File: src/rtl/smi_resp_pkg.sv
`timescale 1ns/1ps
package smi_resp_pkg;
    localparam int PHY_W   = 5;
    localparam int REG_W   = 5;
    localparam int DATA_W  = 16;
    localparam int STRAP_W = PHY_W - 1;

    // Register offsets visible at the strapped address (indirect mode).
    localparam logic [REG_W-1:0]  OFS_CMD     = REG_W'(0);
    localparam logic [REG_W-1:0]  OFS_DATA    = REG_W'(1);
    localparam logic [DATA_W-1:0] RD_UNMAPPED = {DATA_W{1'b1}};

    typedef enum logic [1:0] {
        OP_NONE  = 2'b00,
        OP_WRITE = 2'b01,
        OP_READ  = 2'b10,
        OP_RSVD  = 2'b11
    } smi_op_e;

    // Stored part of the command word (bits 12:0).
    typedef struct packed {
        logic             c22;
        smi_op_e          op;
        logic [PHY_W-1:0] dev;
        logic [REG_W-1:0] rg;
    } cmd_body_t;

    localparam int CMD_BODY_W = $bits(cmd_body_t);
    localparam int CMD_PAD_W  = DATA_W - 1 - CMD_BODY_W;

    typedef struct packed {
        logic [PHY_W-1:0]  dev;
        logic [REG_W-1:0]  rg;
        logic              wr;
        logic [DATA_W-1:0] wdata;
    } bank_req_t;

    function automatic logic op_is_valid(smi_op_e op);
        return (op == OP_WRITE) || (op == OP_READ);
    endfunction

    function automatic logic [DATA_W-1:0] cmd_word(logic busy, cmd_body_t body);
        return {busy, {CMD_PAD_W{1'b0}}, body};
    endfunction
endpackage

File: src/rtl/smi_frame_decode.sv
`timescale 1ns/1ps
module smi_frame_decode
    import smi_resp_pkg::*;
(
    input  logic             direct,
    input  logic [PHY_W-1:0] own_addr,
    input  logic             frm_valid,
    input  logic [PHY_W-1:0] frm_phy,
    input  logic             port_busy,
    output logic             direct_start,
    output logic             ind_hit
);
    // Direct mode: every address maps to a bank; drop frames while busy.
    assign direct_start = direct & frm_valid & ~port_busy;
    // Indirect mode: only the strapped address is ours.
    assign ind_hit      = ~direct & frm_valid & (frm_phy == own_addr);
endmodule

File: src/rtl/smi_bank_port.sv
`timescale 1ns/1ps
module smi_bank_port
    import smi_resp_pkg::*;
(
    input  logic              clk,
    input  logic              rst,
    input  logic              start,
    input  bank_req_t         start_req,
    output logic              busy,
    output logic              done,
    output logic [PHY_W-1:0]  bk_dev,
    output logic [REG_W-1:0]  bk_reg,
    output logic              bk_write,
    output logic [DATA_W-1:0] bk_wdata,
    input  logic              bk_ack
);
    bank_req_t req_q;
    logic      pend_q;

    always_ff @(posedge clk) begin
        if (rst) begin
            pend_q <= 1'b0;
            req_q  <= '0;
        end else if (pend_q) begin
            if (bk_ack) pend_q <= 1'b0;
        end else if (start) begin
            pend_q <= 1'b1;
            req_q  <= start_req;
        end
    end

    assign busy     = pend_q;
    assign done     = pend_q & bk_ack;
    assign bk_dev   = req_q.dev;
    assign bk_reg   = req_q.rg;
    assign bk_write = req_q.wr;
    assign bk_wdata = req_q.wdata;
endmodule

File: src/rtl/smi_indirect_regs.sv
`timescale 1ns/1ps
module smi_indirect_regs
    import smi_resp_pkg::*;
(
    input  logic              clk,
    input  logic              rst,
    input  logic              hit,
    input  logic [REG_W-1:0]  frm_reg,
    input  logic              frm_write,
    input  logic [DATA_W-1:0] frm_wdata,
    input  logic              port_busy,
    input  logic              port_done,
    input  logic [DATA_W-1:0] bk_rdata,
    output logic              start,
    output bank_req_t         start_req,
    output logic              rsp_valid,
    output logic [DATA_W-1:0] rsp_rdata
);
    cmd_body_t         cmd_q;
    cmd_body_t         cmd_in;
    logic [DATA_W-1:0] data_q;
    logic              wr_cmd, wr_data;
    logic [DATA_W-1:0] rd_mux;

    assign cmd_in  = cmd_body_t'(frm_wdata[CMD_BODY_W-1:0]);
    assign wr_cmd  = hit & frm_write & (frm_reg == OFS_CMD)  & ~port_busy;
    assign wr_data = hit & frm_write & (frm_reg == OFS_DATA) & ~port_busy;
    assign start   = wr_cmd & op_is_valid(cmd_in.op);

    always_comb begin
        start_req.dev   = cmd_in.dev;
        start_req.rg    = cmd_in.rg;
        start_req.wr    = (cmd_in.op == OP_WRITE);
        start_req.wdata = data_q;
    end

    always_comb begin
        if (frm_reg == OFS_CMD)       rd_mux = cmd_word(port_busy, cmd_q);
        else if (frm_reg == OFS_DATA) rd_mux = data_q;
        else                          rd_mux = RD_UNMAPPED;
    end

    always_ff @(posedge clk) begin
        if (rst) begin
            cmd_q     <= '0;
            data_q    <= '0;
            rsp_valid <= 1'b0;
            rsp_rdata <= '0;
        end else begin
            if (start) cmd_q <= cmd_in;
            if (wr_data)
                data_q <= frm_wdata;
            else if (port_done && cmd_q.op == OP_READ)
                data_q <= bk_rdata;
            rsp_valid <= hit & ~frm_write;
            rsp_rdata <= rd_mux;
        end
    end
endmodule

File: src/rtl/smi_addr_responder.sv
`timescale 1ns/1ps
module smi_addr_responder
    import smi_resp_pkg::*;
(
    input  logic               clk,
    input  logic               rst,
    input  logic [STRAP_W-1:0] strap_addr,
    input  logic               frm_valid,
    input  logic [PHY_W-1:0]   frm_phy,
    input  logic [REG_W-1:0]   frm_reg,
    input  logic               frm_write,
    input  logic [DATA_W-1:0]  frm_wdata,
    output logic               rsp_valid,
    output logic [DATA_W-1:0]  rsp_rdata,
    output logic               bk_req,
    output logic [PHY_W-1:0]   bk_dev,
    output logic [REG_W-1:0]   bk_reg,
    output logic               bk_write,
    output logic [DATA_W-1:0]  bk_wdata,
    input  logic               bk_ack,
    input  logic [DATA_W-1:0]  bk_rdata
);
    logic [STRAP_W-1:0] strap_q;
    logic               direct_mode;
    logic [PHY_W-1:0]   dev_addr;

    logic              port_busy, port_done;
    logic              dir_start, ind_hit, ind_start, any_start;
    bank_req_t         dir_req, ind_req, sel_req;
    logic              ind_rsp_v;
    logic [DATA_W-1:0] ind_rsp_d;
    logic              dir_rsp_v;
    logic [DATA_W-1:0] dir_rsp_d;

    // Strap is sampled only while reset is held.
    always_ff @(posedge clk) begin
        if (rst) strap_q <= strap_addr;
    end

    assign direct_mode = (strap_q == '0);
    assign dev_addr    = {strap_q, 1'b0};

    smi_frame_decode u_dec (
        .direct       (direct_mode),
        .own_addr     (dev_addr),
        .frm_valid    (frm_valid),
        .frm_phy      (frm_phy),
        .port_busy    (port_busy),
        .direct_start (dir_start),
        .ind_hit      (ind_hit)
    );

    smi_indirect_regs u_regs (
        .clk       (clk),
        .rst       (rst),
        .hit       (ind_hit),
        .frm_reg   (frm_reg),
        .frm_write (frm_write),
        .frm_wdata (frm_wdata),
        .port_busy (port_busy),
        .port_done (port_done),
        .bk_rdata  (bk_rdata),
        .start     (ind_start),
        .start_req (ind_req),
        .rsp_valid (ind_rsp_v),
        .rsp_rdata (ind_rsp_d)
    );

    always_comb begin
        dir_req.dev   = frm_phy;
        dir_req.rg    = frm_reg;
        dir_req.wr    = frm_write;
        dir_req.wdata = frm_wdata;
    end

    assign any_start = dir_start | ind_start;
    assign sel_req   = direct_mode ? dir_req : ind_req;

    smi_bank_port u_port (
        .clk       (clk),
        .rst       (rst),
        .start     (any_start),
        .start_req (sel_req),
        .busy      (port_busy),
        .done      (port_done),
        .bk_dev    (bk_dev),
        .bk_reg    (bk_reg),
        .bk_write  (bk_write),
        .bk_wdata  (bk_wdata),
        .bk_ack    (bk_ack)
    );

    assign bk_req = port_busy;

    // Direct-mode read data is returned the cycle after the ack.
    always_ff @(posedge clk) begin
        if (rst) begin
            dir_rsp_v <= 1'b0;
            dir_rsp_d <= '0;
        end else begin
            dir_rsp_v <= direct_mode & port_done & ~bk_write;
            dir_rsp_d <= bk_rdata;
        end
    end

    assign rsp_valid = dir_rsp_v | ind_rsp_v;
    assign rsp_rdata = dir_rsp_v ? dir_rsp_d : ind_rsp_d;
endmodule

File: config.mk
export PLATFORM = sky130hd
export DESIGN_NAME = smi_addr_responder
export DESIGN_NICKNAME = d
export VERILOG_FILES = /design/src/rtl/smi_resp_pkg.sv /design/src/rtl/smi_frame_decode.sv /design/src/rtl/smi_bank_port.sv /design/src/rtl/smi_indirect_regs.sv /design/src/rtl/smi_addr_responder.sv
export SDC_FILE = /design/constraint.sdc
export NUM_CORES = 1
export LEC_CHECK = 0
export ABC_AREA = 0
export CAP_MARGIN = 20
export CORE_ASPECT_RATIO = 0.5
export CORE_MARGIN = 1.5
export CORE_UTILIZATION = 42
export DETAILED_ROUTE_END_ITERATION = 10
export GPL_TIMING_DRIVEN = 0
export PLACE_DENSITY = 0.69
export SLEW_MARGIN = 25
export SYNTH_ARGS = -nofsm -noshare
export SYNTH_HDL_FRONTEND = slang
export SYNTH_SLANG_ARGS = --single-unit
File: constraint.sdc
create_clock -name clk -period 2.3 [get_ports clk]
set_input_delay 0.575 -clock clk [delete_from_list [all_inputs] [get_ports clk]]
set_output_delay 0.575 -clock clk [all_outputs]
set_load 0.03 [all_outputs]
Yosys cells after proc, flatten, opt, wreduce, memory -nomap -nowiden
Cells that the tools add are included.

Output and inout bits: 45. Flip-flop bits (word level): 95. Input port bits: 51.

Equal/unequal tests: 5. Bitwise operators: 20. Reduce and logical (&&, ||, !) cells: 7. Multiplexer cells: 9.

Operator list (count): $mux 16 (5); $mux 27 (1); $and 1x1->1 (14); $eq 5x1->1 const B (1); $eq 5x5->1 (1); $logic_not 5->1 (1); $eq 2x2->1 const B (2); $logic_not 4->1 (1); $not 1->1 (4); $mux 1 (3); $eq 2x1->1 const B (1); $or 1x1->1 (2); $reduce_and 2->1 (1); $reduce_bool 2->1 (1); $reduce_or 2->1 (1); $logic_and 1x1->1 (1); $logic_or 1x1->1 (1).

Depth between registers and ports, before layout
Word-level depth: 11. Gate-level depth with buffers: 9. Mapped depth without buffers: 6.

Cells and area by module
Synthesis repeated with hierarchy kept, for this count alone.

Cell total of the unflattened synthesis: 450. Area, all modules: 4725.8 sq um.

Modules (own cells, without submodules): smi_indirect_regs (instances 1, area each 2138.3 sq um, cells each 221); smi_bank_port (instances 1, area each 1393.8 sq um, cells each 128); smi_addr_responder (instances 1, area each 1121.1 sq um, cells each 92); smi_frame_decode (instances 1, area each 72.6 sq um, cells each 9).

Worst setup path before layout
OpenSTA, ideal clock, no wires.

Path type: input to register. From: input frm_phy[3]. To: register u_regs.data_q[10]. Data required time: 2160 ps. Arrival: 1869 ps. Path buffers: 2. Stages: 6. Slack: 290 ps. Path through: xor2_1 > or4_4 > buf_2 > clkbuf_1 > nor3_1 > a211oi_2.

Longest elaborated chain between the ends: 6. Elaborated cells on any way between the ends: 7. Classes of those cells: eq/ne (1); mux (1); bitwise (4); reduce/logical (1).

Ends and longest elaborated chain: start: declaration (RTL line smi_addr_responder.sv:9) `input logic [PHY_W-1:0] frm_phy,`; $eq 5x5->1 (*) (RTL line smi_frame_decode.sv:16) `assign ind_hit = ~direct & frm_valid & (frm_phy == own_addr);`; $and 1x1->1 (*) (RTL line smi_frame_decode.sv:16); $and 1x1->1 (*) (3 in series) (RTL line smi_indirect_regs.sv:27) `assign wr_data = hit & frm_write & (frm_reg == OFS_DATA) & ~port_busy;`; $mux 16 or $reduce_bool 2->1 (tied branches); end signal: assignment (RTL line smi_indirect_regs.sv:52) `data_q <= frm_wdata;`; end signal: assignment (RTL line smi_indirect_regs.sv:54) `data_q <= bk_rdata;`; end: declaration (RTL line smi_indirect_regs.sv:21) `logic [DATA_W-1:0] data_q;`.

Every way passes the cells marked *; elsewhere a longest branch is shown, timed or not. A chain may end at the register's enable or synchronous reset.

Worst setup path after layout
From: input frm_wdata[11]. To: register u_port.req_q (netlist bit u_port.bk_wdata[11]).

Longest elaborated chain between the ends: 5. Elaborated cells on any way between the ends: 7. Classes of those cells: eq/ne (2); mux (1); bitwise (2); reduce/logical (2).

Ends and longest elaborated chain: start: declaration (RTL line smi_addr_responder.sv:12) `input logic [DATA_W-1:0] frm_wdata,`; $eq 2x1->1 or $eq 2x2->1 (tied branches) (RTL line smi_resp_pkg.sv:39) `return (op == OP_WRITE) || (op == OP_READ);`; $logic_or 1x1->1 (RTL line smi_resp_pkg.sv:39); $and 1x1->1 (RTL line smi_indirect_regs.sv:28) `assign start = wr_cmd & op_is_valid(cmd_in.op);`; $or 1x1->1 (RTL line smi_addr_responder.sv:76) `assign any_start = dir_start | ind_start;`; $reduce_and 2->1 (no line); end signal: assignment (RTL line smi_bank_port.sv:28) `req_q <= start_req;`; end: declaration (RTL line smi_bank_port.sv:17) `bank_req_t req_q;`.

Several ways; a longest one is shown, not always the timed one.

==> flow_metrics.env <==
export IMPL_holdBufCountCts=0
export IMPL_post_dp_hpwl_mm=8.86
export IMPL_io_buffers=95
export IMPL_place_congestion=0.866
export IMPL_h_tree_depth=3
export IMPL_endpoint_kind="register"
export IMPL_post_drt_wl_per_cell_um=18.8
export IMPL_layout_min_cycle_time_ns=2.24
export IMPL_synth_area_leaders="dfxtp_1 44%, a211oi_1 11%, mux2i_1 10%"
export IMPL_synth_most_common_cell="dfxtp_1"
export IMPL_grt_pass1_wl_mm=18.7
export IMPL_start_util=0.433
export IMPL_p_seq_frac=0.471
export IMPL_slew_headroom=0.555
export IMPL_synth_top_family_by_area="compound AO/OA/AOI/OAI gates"
export IMPL_cts_tree="done"
export IMPL_path_class="input port to register"
export IMPL_synth_largest_area_cell="dfxtp_1"
export IMPL_sw_frac_of_total=0.273
export IMPL_grt_use_total=0.242
export IMPL_clock_latency_ns=0.35
export IMPL_fin_area_sq_um=5610
export IMPL_critPathBufInv=3
export IMPL_slowest_stage="clkdlybuf4s50_1"
export IMPL_root_buffer="clkbuf_16"
export IMPL_grt_max_degree=19
export IMPL_peakVddDrop_mv=0.487
export IMPL_setup_viol_count_final=0
export IMPL_cts_buffer_depth=2
export IMPL_rsz0062_at_grt="false"
export IMPL_hold_ws_ns=0.481
export IMPL_drt_initial_drc_count=314
export IMPL_viasPerCell=5.61
export IMPL_total_power_w=0.00368
export IMPL_cap_viol_max_count=0
export IMPL_synth_seq_cells=95
export IMPL_drv_slew=0
export IMPL_die_y_um=72.9
export IMPL_io_pins=96
export IMPL_antenna_found_initial=0
export IMPL_cts_sinks=95
export IMPL_postPlaceCellArea_sq_um=5220
export IMPL_clock_skew_ns=0.00911
export IMPL_antennaDiodeCount=0
export IMPL_path_clk_slew_ns=0.08
export IMPL_synth_top_area_frac=0.444
export IMPL_netlist_area_sq_um=4100
export IMPL_ys_flop_type="dfxtp_1"
export IMPL_overflow=0
export IMPL_ant_nets=0
export IMPL_worst_pin_slew_ns=0.668
export IMPL_vias=3625
export IMPL_synth_seq_area_share=0.473
export IMPL_hold_class="register to register"
export IMPL_synth_xor_area_frac=0.00854
export IMPL_grt_pass1_vias=3293
export IMPL_synth_edff_count=4
export IMPL_start_kind="input port"
export IMPL_drc_errors=0
export IMPL_core_sq_um=9480
export IMPL_ys_warn_count=0
export IMPL_dieArea_sq_um=10400
export IMPL_die_w_um=143
export IMPL_synthToLayoutAreaGrowth_pct=36.6
export IMPL_fin_crit_sh=0.974
export IMPL_hold_viol=0
export IMPL_num_rows=25
export IMPL_cp_cell_sequence="clkdlybuf4s50_1 > inv_1 > ha_1 > nor2_1 > and4_4 > buf_2 > a211oi_1 > a211oi_1"
export IMPL_p_clk_frac=0.399
export IMPL_synth_cell_types=37
export IMPL_power_density_nw_per_um2=656
export IMPL_p_switching_w=0.00100
export IMPL_crit_top_cell="a211oi_1"
export IMPL_p_leak_nw=2.08
export IMPL_comb_power_share=0.130
export IMPL_synth_compound_area_frac=0.199
export IMPL_drive_gt1_frac=0.162
export IMPL_syn_avg_cell_area_sq_um=10.3
export IMPL_clock_fmax_mhz=446
export IMPL_fin_util=0.592
export IMPL_synthTopCellsByCount="91 x dfxtp_1, 60 x a211oi_1, 42 x mux2i_1"
export IMPL_yosys_area_share_adder=0.00305
export IMPL_final_cell_count_no_fill=646
export IMPL_muxShareOfSynthArea=0.146
export IMPL_cts_made_buffers=9
export IMPL_critical_path_arrival_ns=2.50
export IMPL_critPathMaxFanout=10
export IMPL_slowest_delay_ns=0.53
export IMPL_yosys_area_share_simple=0.123
export IMPL_worst_ep_required_time_ns=2.56
export IMPL_fin_nets=558
export IMPL_critPathTopFamily="buffers and inverters"
export IMPL_p_int_w=0.00267
export IMPL_outcome="complete, no violations"
export IMPL_wl_mm=12.2
export IMPL_synthCells=399
export IMPL_dp_cells=629
export IMPL_drtPass1Iterations=4
export IMPL_async_flop_share=0
export IMPL_synth_nets=451
-- what timing repair did --
item | 4_1_cts | 5_1_grt
setup endpoints to repair | 55 | 52
resized for setup | 19 | 34
pin swaps | 2 | 1
setup buffers | 3 | 0
gates cloned | 0 | 0
-- cell usage in the layout, fill, tap and decap left out, types with 5 or more instances in the layout --
master,instances
buf_6,5
nand3_1,13
clkbuf_1,14
buf_4,5
dfxtp_1,90
dlygate4sd2_1,10
nor2_1,17
nor2b_1,17
a211oi_1,60
clkbuf_16,9
o22ai_1,14
mux2i_1,42
dlymetal6s2s_1,8
mux2_2,16
a21oi_1,15
nor3_2,5
o21ai_0,13
buf_2,12
a211oi_2,10
nor3_1,13
clkdlybuf4s50_1,77
-- stage by stage --
step | setup WS [ns] | setup TNS [ns]
floorplan | 0.290 | 0
global placement | -0.482 | -28.18
detailed placement | -0.529 | -30.16
CTS | 0.00212 | 0
global route | 0.00143 | 0
finish | 0.0599 | 0
-- power groups by stage --
stage | logic (W) | clock network, W | registers [W]
final | 0.000477 | 0.00147 | 0.00173
after global routing | 0.000505 | 0.00156 | 0.00174
after CTS | 0.000466 | 0.00148 | 0.00173
after detailed placement | 0.000464 | 0 | 0.00177
after global placement | 0.000463 | 0 | 0.00177
after floorplan | 0.000210 | 0 | 0.00179
-- worst reg2reg max path: cells and delay by family, from the launching register on --
family	cells	cell delay (ns)
simple gates	2	0.76
buf+inv	2	0.50
flops	1	0.45
compound gates	2	0.33
-- path summary, 6_finish.rpt --
path                                     start                               end  slack, ns  cells past startpoint
hold reg to reg   u_regs.cmd_q[7]$_SDFFE_PP0P_      u_regs.cmd_q[7]$_SDFFE_PP0P_       0.48                      2
setup / recovery                 frm_wdata[11]  u_port.bk_wdata[11]$_SDFFE_PP0P_       0.06                      8
setup reg to reg          strap_q[0]$_DFFE_PP_   u_port.bk_wdata[1]$_SDFFE_PP0P_       0.18                      6
hold / removal    u_regs.cmd_q[7]$_SDFFE_PP0P_      u_regs.cmd_q[7]$_SDFFE_PP0P_       0.48                      2
-- layout make-up --
class / count / area [sq um]
well taps: 135 / 169
plain buffers: 39 / 219
fillers: 829 / 3870
clock buffers: 9 / 225
clock inverters: 7 / 61.3
flip-flops and latches: 95 / 1950
multi-input cells: 262 / 2000
repair buffers: 98 / 981
inverters: 1 / 3.75
-- cell families after synthesis --
group | count (synthesis)
multiplexers | 58
buffers and inverters | 42
flip-flops | 95
AND/OR/NAND/NOR | 85
XOR/XNOR | 4
AO/OA/AOI/OAI | 114
adder cells (fa/ha/maj) | 1
-- per-layer routing --
layer  GRT usage  wire length [um]  vias up
met3      0.0676              1140       15
met2       0.331              4810      180
li1            -                 -     1711
met1       0.373              6090     1719
met5           0                 0        -
met4      0.0515               139        0
(Power assumes the default switching activity.)
